File: src/rtl/sbg_pkg.sv
package sbg_pkg;
  localparam int SEL_W  = 2;
  localparam int DIVN_W = 8;

  typedef struct packed {
    logic [SEL_W-1:0]  presc;
    logic [DIVN_W-1:0] div;
    logic              dbl;
    logic              ratio8;
    logic              sync;
  } sbg_cfg_t;
endpackage

File: src/rtl/sbg_prescaler.sv
module sbg_prescaler #(
  parameter int SEL_W = 2
) (
  input  logic             clk,
  input  logic             rst_n,
  input  logic             clr,
  input  logic [SEL_W-1:0] sel,
  output logic             tick
);
  localparam int CNT_W = 2 * ((1 << SEL_W) - 1);

  logic [CNT_W-1:0] cnt_q, cnt_d, lim;

  always_comb begin
    lim  = CNT_W'((64'(1) << (2 * sel)) - 64'(1));
    tick = !clr && (cnt_q == lim);
    if (clr || tick) cnt_d = '0;
    else             cnt_d = cnt_q + CNT_W'(1);
  end

  always_ff @(posedge clk or negedge rst_n) begin
    if (!rst_n) cnt_q <= '0;
    else        cnt_q <= cnt_d;
  end
endmodule

File: src/rtl/sbg_divider.sv
module sbg_divider #(
  parameter int DIV_W = 8
) (
  input  logic             clk,
  input  logic             rst_n,
  input  logic             clr,
  input  logic             en,
  input  logic             half,
  input  logic [DIV_W-1:0] div,
  output logic             tick
);
  logic [DIV_W:0] cnt_q, cnt_d, top;

  always_comb begin
    top  = half ? {1'b0, div} : {div, 1'b1};
    tick = !clr && en && (cnt_q == top);
    if (clr)       cnt_d = '0;
    else if (tick) cnt_d = '0;
    else if (en)   cnt_d = cnt_q + (DIV_W+1)'(1);
    else           cnt_d = cnt_q;
  end

  always_ff @(posedge clk or negedge rst_n) begin
    if (!rst_n) cnt_q <= '0;
    else        cnt_q <= cnt_d;
  end
endmodule

File: src/rtl/sbg_oversample.sv
module sbg_oversample #(
  parameter int RATIO_HI = 16,
  parameter int RATIO_LO = 8
) (
  input  logic clk,
  input  logic rst_n,
  input  logic clr,
  input  logic base_tick,
  input  logic sync,
  input  logic ratio8,
  output logic bit_tick,
  output logic sclk
);
  localparam int OVS_W = $clog2(RATIO_HI);

  logic [OVS_W-1:0] cnt_q, cnt_d, lim;
  logic             sclk_q, sclk_d;

  always_comb begin
    if (sync)        lim = OVS_W'(1);
    else if (ratio8) lim = OVS_W'(RATIO_LO - 1);
    else             lim = OVS_W'(RATIO_HI - 1);
    bit_tick = base_tick && (cnt_q == lim);

    if (clr)            cnt_d = '0;
    else if (bit_tick)  cnt_d = '0;
    else if (base_tick) cnt_d = cnt_q + OVS_W'(1);
    else                cnt_d = cnt_q;

    if (clr || !sync)   sclk_d = 1'b1;
    else if (base_tick) sclk_d = !sclk_q;
    else                sclk_d = sclk_q;
  end

  always_ff @(posedge clk or negedge rst_n) begin
    if (!rst_n) begin
      cnt_q  <= '0;
      sclk_q <= 1'b1;
    end else begin
      cnt_q  <= cnt_d;
      sclk_q <= sclk_d;
    end
  end

  assign sclk = sclk_q;
endmodule

File: src/rtl/serial_baud_gen.sv
module serial_baud_gen
  import sbg_pkg::*;
(
  input  logic              clk,
  input  logic              rst_n,
  input  logic              sync_clr,
  input  logic [SEL_W-1:0]  presc_sel,
  input  logic [DIVN_W-1:0] divisor,
  input  logic              dbl_speed,
  input  logic              ratio8,
  input  logic              sync_mode,
  output logic              base_tick,
  output logic              bit_tick,
  output logic              sclk
);
  logic [1:0] rst_sync_q;
  logic       rst_n_s;
  sbg_cfg_t   cfg_now, cfg_q;
  logic       cfg_clr;
  logic       pre_tick;
  logic       half;

  always_ff @(posedge clk or negedge rst_n) begin
    if (!rst_n) rst_sync_q <= 2'b00;
    else        rst_sync_q <= {rst_sync_q[0], 1'b1};
  end
  assign rst_n_s = rst_sync_q[1];

  always_comb begin
    cfg_now.presc  = presc_sel;
    cfg_now.div    = divisor;
    cfg_now.dbl    = dbl_speed;
    cfg_now.ratio8 = ratio8;
    cfg_now.sync   = sync_mode;
    cfg_clr        = sync_clr || (cfg_now != cfg_q);
    half           = dbl_speed && !sync_mode;
  end

  always_ff @(posedge clk or negedge rst_n_s) begin
    if (!rst_n_s) cfg_q <= '0;
    else          cfg_q <= cfg_now;
  end

  sbg_prescaler #(.SEL_W(SEL_W)) u_pre (
    .clk(clk), .rst_n(rst_n_s), .clr(cfg_clr), .sel(presc_sel), .tick(pre_tick)
  );

  sbg_divider #(.DIV_W(DIVN_W)) u_div (
    .clk(clk), .rst_n(rst_n_s), .clr(cfg_clr), .en(pre_tick), .half(half),
    .div(divisor), .tick(base_tick)
  );

  sbg_oversample #(.RATIO_HI(16), .RATIO_LO(8)) u_ovs (
    .clk(clk), .rst_n(rst_n_s), .clr(cfg_clr), .base_tick(base_tick),
    .sync(sync_mode), .ratio8(ratio8), .bit_tick(bit_tick), .sclk(sclk)
  );
endmodule

File: config.mk
export PLATFORM = sky130hd
export DESIGN_NAME = serial_baud_gen
export DESIGN_NICKNAME = d
export VERILOG_FILES = /design/src/rtl/sbg_pkg.sv /design/src/rtl/sbg_prescaler.sv /design/src/rtl/sbg_divider.sv /design/src/rtl/sbg_oversample.sv /design/src/rtl/serial_baud_gen.sv
export SDC_FILE = /design/constraint.sdc
export NUM_CORES = 1
export LEC_CHECK = 0
export ABC_AREA = 1
export BUFFER_PORTS_ARGS = -buffer_cell sky130_fd_sc_hd__clkbuf_2
export CELL_PAD_IN_SITES_DETAIL_PLACEMENT = 1
export CELL_PAD_IN_SITES_GLOBAL_PLACEMENT = 2
export CORE_MARGIN = 4
export CORE_UTILIZATION = 36
export DETAILED_ROUTE_END_ITERATION = 8
export PLACE_DENSITY = 0.91
export SYNTH_ARGS = -nofsm -noshare
export SYNTH_HDL_FRONTEND = slang
export SYNTH_HIERARCHICAL = 1
export SYNTH_SLANG_ARGS = --single-unit
File: constraint.sdc
create_clock -name clk -period 2.65 [get_ports clk]
set_input_delay 0.265 -clock clk [delete_from_list [all_inputs] [get_ports clk]]
set_output_delay 0.265 -clock clk [all_outputs]
set_load 0.03 [all_outputs]
==> impl_metrics.ini, run 1 <==
[status]
status = completed

[flow_run]
cap_violations = 0

[yosys]
synth.mux.area_fraction = 0
yosysTopAreaCellShare = 0.400
synth_top_area_cell = dfrtp_1
synth_warnings = 6
syn_nets = 330
synth_cell_types = 27
synthSimpleGateAreaFrac = 0.404
synth_edf_count = 0
ys_seq_area_frac = 0.412
synthFlopType = dfrtp_1
synth_compound_area_frac = 0.0306
synth_fa_ha_area_frac = 0.0176
synth_area_leaders = dfrtp_1, nand2_1, inv_1, nor2_1, nand3_1
synth_top_family_by_area = simple AND/OR/NAND/NOR gates
synth-xor-area-share = 0.0411
async_flop_share = 1.00
syn_avg_cell_area_um2 = 6.85
synth_area_mm2 = 0.00213
synthCells = 311
ys_seq_elements = 35

[clock_network]
htree_levels = 2
clk_pin_slew_worst_paths_ps = 80
cts_buffers = 5
clkLatencyLatePin_ps = 290
cts_buffer_depth = 2
post_cts_buffers = 0
cts-root-buf = clkbuf_8
cts_tree = built
cts_sinks = 35

[worst_setup_path]
cp-end-kind = output port
required_ps = 2380
cp_max_fo = 4
rr_worst_depth = 11
crit_type = reg2out
reg2reg_from = cfg_q[10]
start_kind = register
r2r_slack_ps = 730
crit_arrival_ps = 2080
r2r_end = u_div/cnt_q[8]

[pwr]
ir_drop_mv = 0.258
p_leak_nw = 1.37
power_density_mw_per_mm2 = 497

[routing]
drt-initial-drc-count = 42
firstDrtPassIters = 4
vias_per_cell = 4.57
ant_nets = 0
route.detailed.drc = 0
vias = 1892
drt-total-wl_um = 4990
avgRoutedWirePerCell_um = 12.0

[worst_hold_path]
hp-start = dbl_speed
holdPathStages = 1
min_path_type = in2reg
min_to = cfg_q[2]

[floorplan]
fp.dieW_um = 84.9
rows = 27
coreArea_mm2 = 0.00561
fp.dieArea_mm2 = 0.00721
start_util = 0.380
pin_count = 19
dieHeight_um = 84.9

[grt]
gr-usage-all-layers = 0.156
grt_pass1_wl_um = 9110
grt_pass1_vias = 1952
grt-ovfl-total = 0
antenna_found_initial = 0
grt_max_degree = 19

[sta]
tightest_slew_ps = 784
hold_viol = 0
max_freq_mhz = 426
finalCritPeriodShare = 0.886
rsz0062_at_grt = no
fin_skew_ps = 4.79
slew_headroom = 0.478
setup_total_negative_slack_ps = 0
finalSetupViolCount = 0
finalMaxSlewViolations = 0
fin_crit_ps = 2350

[layout]
final_nets = 360
layout-drive-gt1-share = 0.152
final_util = 0.444
diodes = 0
syn2layout_area_growth_pct = 16.8

[placement]
dp_hpwl_um = 3830
portBuffers = 18
place_congestion = 0.753
-- cell families after synthesis --
logic type,after synthesis
buffers and inverters,51
DFF,35
xor gates and xnor gates,10
other,1
adders and majority gates,3
and+or+nand+nor,201
AOI/OAI and AO/OA,10
-- registers in the layout, indices dropped and copies added, names as in the netlist --
name and flops:
cfg_q 13, u_div/cnt_q 9, u_pre/cnt_q 6, u_ovs/cnt_q 4, rst_sync_q 2, u_ovs/sclk 1
-- cells in the final DEF (no fill, tap or decap), types with 2 or more instances in the layout --
| master | n |
|---|---|
| nor3_2 | 2 |
| nand2_2 | 3 |
| nor2_2 | 9 |
| a21oi_1 | 4 |
| clkbuf_8 | 5 |
| xnor2_1 | 3 |
| nand3b_1 | 3 |
| buf_4 | 5 |
| inv_1 | 48 |
| xor2_1 | 7 |
| nor2_1 | 33 |
| bufinv_16 | 2 |
| dfrtp_1 | 34 |
| ha_1 | 3 |
| nand2_1 | 122 |
| clkbuf_2 | 17 |
| nand3_1 | 25 |
| nand3_2 | 2 |
-- cell usage after synthesis (2+ instances only) --
cell,n
nand2_1,122
inv_1,48
dfrtp_1,34
nor2_1,34
nand3_1,25
nor2_2,8
xor2_1,7
a21oi_1,4
ha_1,3
nand2_2,3
nand3b_1,3
xnor2_1,3
nand3_2,2
nor3_2,2
-- final cells by class --
cell class / instances / area [µm²]
Fill cell: 761 / 3120
Multi-Input combinational cell: 225 / 1060
Sequential cell: 35 / 877
Inverter: 50 / 188
Timing Repair Buffer: 24 / 140
Tap cell: 72 / 90.1
Clock buffer: 5 / 68.8
Clock inverter: 3 / 67.6
-- where the power goes --
group | internal (W) | switching (W)
clock | 0.000375 | 0.000203
combinational | 0.0000373 | 0.0000647
sequential | 0.000545 | 0.0000109
total | 0.000958 | 0.000279
-- metal layers --
metal | vias up | GRT usage | wire (µm)
met3 | 8 | 0.0252 | 95
met4 | 0 | 0.0604 | 90
met2 | 13 | 0.260 | 2430
li1 | 994 | - | -
met1 | 877 | 0.202 | 2370
met5 | - | 0 | 0
-- worst max-delay path, stage by stage (launching register included) --
cell and delay (ps):
dfrtp_1 380, nor2_1 110, nor2_1 60, nor2_1 80
nand2_1 70, nor2_1 80, nand2_1 80, nor2_2 150
inv_1 80, nor3_2 150, nand2_1 70, nor2_1 130
nand3_2 110, inv_1 70, clkbuf_4 180
-- timing repair --
action / CTS / global route
hold endpoints to repair: 2 / 0
gates resized for setup: 0 / 3
hold buffers: 1 / 0
setup endpoints to repair: 0 / 1
-- worst max path at each step --
| stage | from | endpoint | depth (start not counted) |
|---|---|---|---|
| detailed placement | dbl_speed | bit_tick | 17 |
| global route | cfg_q[0] | bit_tick | 14 |
| floorplan | cfg_q[10] | bit_tick | 13 |
| CTS | cfg_q[10] | bit_tick | 14 |
| global placement | sync_mode | bit_tick | 16 |
| finish | cfg_q[10] | bit_tick | 14 |
-- through the flow --
| stage | setup slack (ps) | hold slack, ps | cells | area (µm²) | total power [W] |
|---|---|---|---|---|---|
| finish | 302 | 122 | 414 | 2490 | 0.00124 |
| global route | 66.0 | 111 | 414 | 2490 | 0.00131 |
| CTS | 134 | 109 | 414 | 2480 | 0.00126 |
| detailed placement | 349 | 51.5 | 405 | 2340 | 0.000669 |
| global placement | 410 | 49.1 | 405 | 2340 | 0.000666 |
| floorplan | 227 | -30.6 | 311 | 2130 | 0.000628 |
Power figures use the tool's default switching activity.
==> run 2, diff against run 1 <==
CORE_UTILIZATION = 35   (was 36)
PLACE_DENSITY = 0.89   (was 0.91)
==> impl_metrics.ini, run 2 (same netlist as run 1, synthesis figures left out) <==
[status]
status = completed

[worst_setup_path]
crit_arrival_ps = 2140
start_kind = register
cp_max_fo = 4
crit_type = reg2out
cp-end-kind = output port
required_ps = 2380

[clock_network]
cts_tree = built
clk_pin_slew_worst_paths_ps = 80
htree_levels = 2
clkLatencyLatePin_ps = 290
cts_sinks = 35
cts-root-buf = clkbuf_8
cts_buffers = 5
cts_buffer_depth = 2

[sta]
fin_ws_ps = 244
finalSetupViolCount = 0
finalMaxSlewViolations = 0
fin_skew_ps = 8.89
hold_viol = 0
max_freq_mhz = 416
finalCritPeriodShare = 0.908
slew_headroom = 0.521
fin_crit_ps = 2410
tightest_slew_ps = 718

[grt]
antenna_found_initial = 0
grt_max_degree = 18
grt_pass1_vias = 1953
gr-usage-all-layers = 0.152
grt_pass1_wl_um = 8980
grt-ovfl-total = 0

[floorplan]
rows = 28
pin_count = 19
fp.dieArea_mm2 = 0.00740
coreArea_mm2 = 0.00592
dieHeight_um = 86
start_util = 0.360
fp.dieW_um = 86

[layout]
layout-drive-gt1-share = 0.152
fillers = 802
final_common_cell = nand2_1
final_cells = 417
final_area_mm2 = 0.00247
layout_common_cells = nand2_1, inv_1, dfrtp_1, nor2_1, nand3_1
largest_register = cfg_q
final_nets = 360
diodes = 0
reg_top3 = cfg_q: 13 flops, u_div/cnt_q: 9 flops, u_pre/cnt_q: 6 flops
syn2layout_area_growth_pct = 16.1
largest_reg_flops = 13

[pwr]
power.switching_w = 0.000278
power_w = 0.00117
p_leak_nw = 1.37
ir_drop_mv = 0.218
p_comb_frac = 0.088
p_int_w = 0.000887
seq_power_share = 0.477
power_density_mw_per_mm2 = 471
clock_power_share = 0.436
switching_share = 0.239

[routing]
dr_wl_met3_um = 104
wl_met2_um = 2450
dr.max_layer_used = met4
drt-initial-drc-count = 53
drt-met1-wl_um = 2340
avgRoutedWirePerCell_um = 11.9
ant_nets = 0
drt-total-wl_um = 4970
vias_per_cell = 4.52
route.detailed.drc = 0
firstDrtPassIters = 4
vias = 1884

[placement]
pre_cts_slack_ps = 180
post_dp_cell_area_mm2 = 0.00233
portBuffers = 18
place_congestion = 0.763
dp.cells = 407
dp_hpwl_um = 3920

[flow_run]
cap_violations = 0

[worst_hold_path]
min_path_type = in2reg
[run 2: changes by cell type in the layout (fill, tap and decap cells not counted)]
cell / delta
clkinvlp_4: -1
clkbuf_8: +1
clkinv_2: +1
bufinv_16: -1
[run 2: final timing paths]
kind                               start             end  slack, ps  depth (start not counted)
setup / recovery                cfg_q[6]        bit_tick        240                         14
min in group asynchronous          rst_n   rst_sync_q[1]        290                          2
setup reg to reg                cfg_q[6]  u_ovs/cnt_q[3]        590                         15
max in group asynchronous  rst_sync_q[1]  u_div/cnt_q[6]       1630                          1
hold / removal                 dbl_speed        cfg_q[2]        120                          1
hold reg to reg            rst_sync_q[1]        cfg_q[4]        300                          0
[run 2: power groups by stage]
stage / Clock [W] / Sequential (W) / Combinational, W
after floorplan: 0 / 0.000567 / 0.0000607
after global placement: 0 / 0.000566 / 0.0000995
after detailed placement: 0 / 0.000567 / 0.000103
after CTS: 0.000529 / 0.000556 / 0.000105
after global routing: 0.000552 / 0.000558 / 0.000122
final: 0.000508 / 0.000556 / 0.000102
[run 2: timing repair]
action / CTS / global route
buffers inserted: 0 / 1
resized for setup: 0 / 3
hold buffers: 1 / 0
hold endpoints to repair: 2 / 0
setup endpoints to repair: 0 / 1
[run 2: critical path, cell delays in order, from the launching register on]
cell and delay [ps]:
dfrtp_1 380, nor2_1 110, nor2_1 50, nor2_1 90, nand2_1 70, nor2_1 90
nand2_1 80, nor2_2 150, inv_1 80, nor3_2 190, nand2_1 70, nor2_1 130
nand3_2 110, inv_1 70, clkbuf_4 180
[run 2: per-layer routing]
| layer | global-route usage | up-vias |
|---|---|---|
| li1 | - | 987 |
| met1 | 0.189 | 880 |
| met2 | 0.258 | 11 |
| met3 | 0.0365 | 6 |
| met4 | 0.0504 | 0 |
| met5 | 0 | - |
[run 2: metrics by stage]
stage	hold WS, ps	util	setup TNS (ps)
finish	119	0.418	0
CTS	107	0.415	0
detailed placement	52.6	0.394	0
floorplan	-30.6	-	0
global route	102	0.418	-5.62
global placement	50.0	0.394	0
[run 2: final cells by class]
cell class                 instances  area, µm²  area share
multi-input combinational        225       1060       0.427
clock inverter                     2       35.0      0.0142
timing repair buffer              24        140      0.0567
clock buffer                       6       82.6      0.0334
inverter                          50        188      0.0759
sequential                        35        877       0.355
tap                               75       93.8      0.0380
==> run 3, diff against run 2 <==
CTS_BUF_LIST = sky130_fd_sc_hd__clkbuf_16   (was default)
==> impl_metrics.ini, run 3 (same netlist as run 1, synthesis figures left out) <==
[floorplan]
start_util = 0.360
rows = 28
coreArea_mm2 = 0.00592
fp.dieArea_mm2 = 0.00740
pin_count = 19
fp.dieW_um = 86
dieHeight_um = 86

[worst_setup_path]
required_ps = 2380
crit_arrival_ps = 2140
crit_type = in2out
start_kind = input port
cp-end-kind = output port
rr_worst_depth = 14
cp_max_fo = 11

[grt]
antenna_found_initial = 0
grt_pass1_wl_um = 9040
grt-ovfl-total = 0
grt_pass1_vias = 1963
grt_max_degree = 18
gr-usage-all-layers = 0.152

[sta]
rsz0062_at_grt = no
tightest_slew_ps = 709
finalCritPeriodShare = 0.907
fin_crit_ps = 2400
slew_headroom = 0.528
finalSetupViolCount = 0
finalMaxSlewViolations = 0
setup_total_negative_slack_ps = 0
max_freq_mhz = 416
fin_skew_ps = 4.80
hold_viol = 0

[clock_network]
cts_sinks = 35
clkLatencyLatePin_ps = 280
cts_buffer_depth = 2
clk_pin_slew_worst_paths_ps = 50
cts-root-buf = clkbuf_16
htree_levels = 2
cts_tree = built
cts_buffers = 5

[placement]
portBuffers = 18
place_congestion = 0.763
dp_hpwl_um = 3920

[layout]
largest_register = cfg_q
final_common_cell = nand2_1
largest_reg_flops = 13
final_nets = 359
reg_top3 = cfg_q: 13 flops, u_div/cnt_q: 9 flops, u_pre/cnt_q: 6 flops
syn2layout_area_growth_pct = 17.9
layout-drive-gt1-share = 0.147
final_util = 0.424
diodes = 0
layout_common_cells = nand2_1, inv_1, dfrtp_1, nor2_1, nand3_1

[routing]
avgRoutedWirePerCell_um = 12.0
vias = 1892
drt-initial-drc-count = 60
route.detailed.drc = 0
vias_per_cell = 4.55
ant_nets = 0
drt-total-wl_um = 4990
firstDrtPassIters = 4

[pwr]
p_leak_nw = 1.38
power_density_mw_per_mm2 = 525
ir_drop_mv = 0.211

[flow_run]
cap_violations = 0

[worst_hold_path]
min_path_type = in2reg
holdPathStages = 1

[status]
status = completed
[run 3: cell types whose count changed in the layout (fill, tap and decap cells not counted), sizes merged]
cell,delta
clkinv,+1
buf,-1
clkbuf,-1
[run 3: layout make-up]
| cell class | count | area, µm² |
|---|---|---|
| Fill cell | 789 | 3410 |
| Multi-Input combinational cell | 225 | 1060 |
| Sequential cell | 35 | 877 |
| Inverter | 50 | 188 |
| Timing Repair Buffer | 23 | 133 |
| Clock buffer | 5 | 125 |
| Tap cell | 75 | 93.8 |
| Clock inverter | 3 | 38.8 |
[run 3: final timing paths]
| kind | startpoint | to | slack, ps |
|---|---|---|---|
| min in group asynchronous | rst_sync_q[1] | cfg_q[4] | 290 |
| min reg2reg | rst_sync_q[1] | cfg_q[4] | 290 |
| min | dbl_speed | cfg_q[2] | 130 |
| max reg2reg | cfg_q[6] | u_ovs/cnt_q[3] | 690 |
| max | sync_mode | bit_tick | 250 |
| max in group asynchronous | rst_sync_q[1] | u_div/cnt_q[6] | 1640 |
[run 3: stage by stage]
| stage | instances | setup slack, ps | area, µm² | hold slack (ps) | total power, W |
|---|---|---|---|---|---|
| after floorplan | 311 | 227 | 2130 | -30.6 | 0.000628 |
| after global routing | 416 | 7.31 | 2510 | 127 | 0.00139 |
| after global placement | 407 | 262 | 2330 | 50.0 | 0.000665 |
| after detailed placement | 407 | 180 | 2330 | 52.6 | 0.000670 |
| final | 416 | 246 | 2510 | 134 | 0.00132 |
| after CTS | 416 | 157 | 2510 | 128 | 0.00134 |
[run 3: timing repair]
| action | CTS | global route |
|---|---|---|
| endpoints found under the setup margin | 0 | 1 |
| resized for setup | 0 | 3 |
| hold buffers | 1 | 0 |
| hold endpoints to repair | 2 | 0 |
| setup buffers | 0 | 0 |
[run 3: where the power goes]
part	switching, W	total [W]	internal [W]
Combinational	0.0000652	0.000103	0.0000373
Clock	0.000220	0.000658	0.000438
Sequential	0.0000104	0.000557	0.000546
Total	0.000295	0.00132	0.00102
[run 3: layer usage]
metal	global-route usage	vias up	wire (µm)
met5	0	-	0
met4	0.0460	0	65
met3	0.0336	5	96
met2	0.261	11	2490
met1	0.189	889	2330
li1	-	987	-
[run 3: critical path, cell delays in order]
cell and delay [ps]:
clkbuf_2 120, nor2_1 130, buf_4 190, inv_2 110, nand2_1 100, nand2_1 50, nand2_1 60, nand2_1 50
inv_1 40, nand2_1 50, nor2_1 110, nand2_2 150, nor3_2 170, nand2_1 70, nor2_1 130, nand3_2 110
inv_1 70, clkbuf_4 180
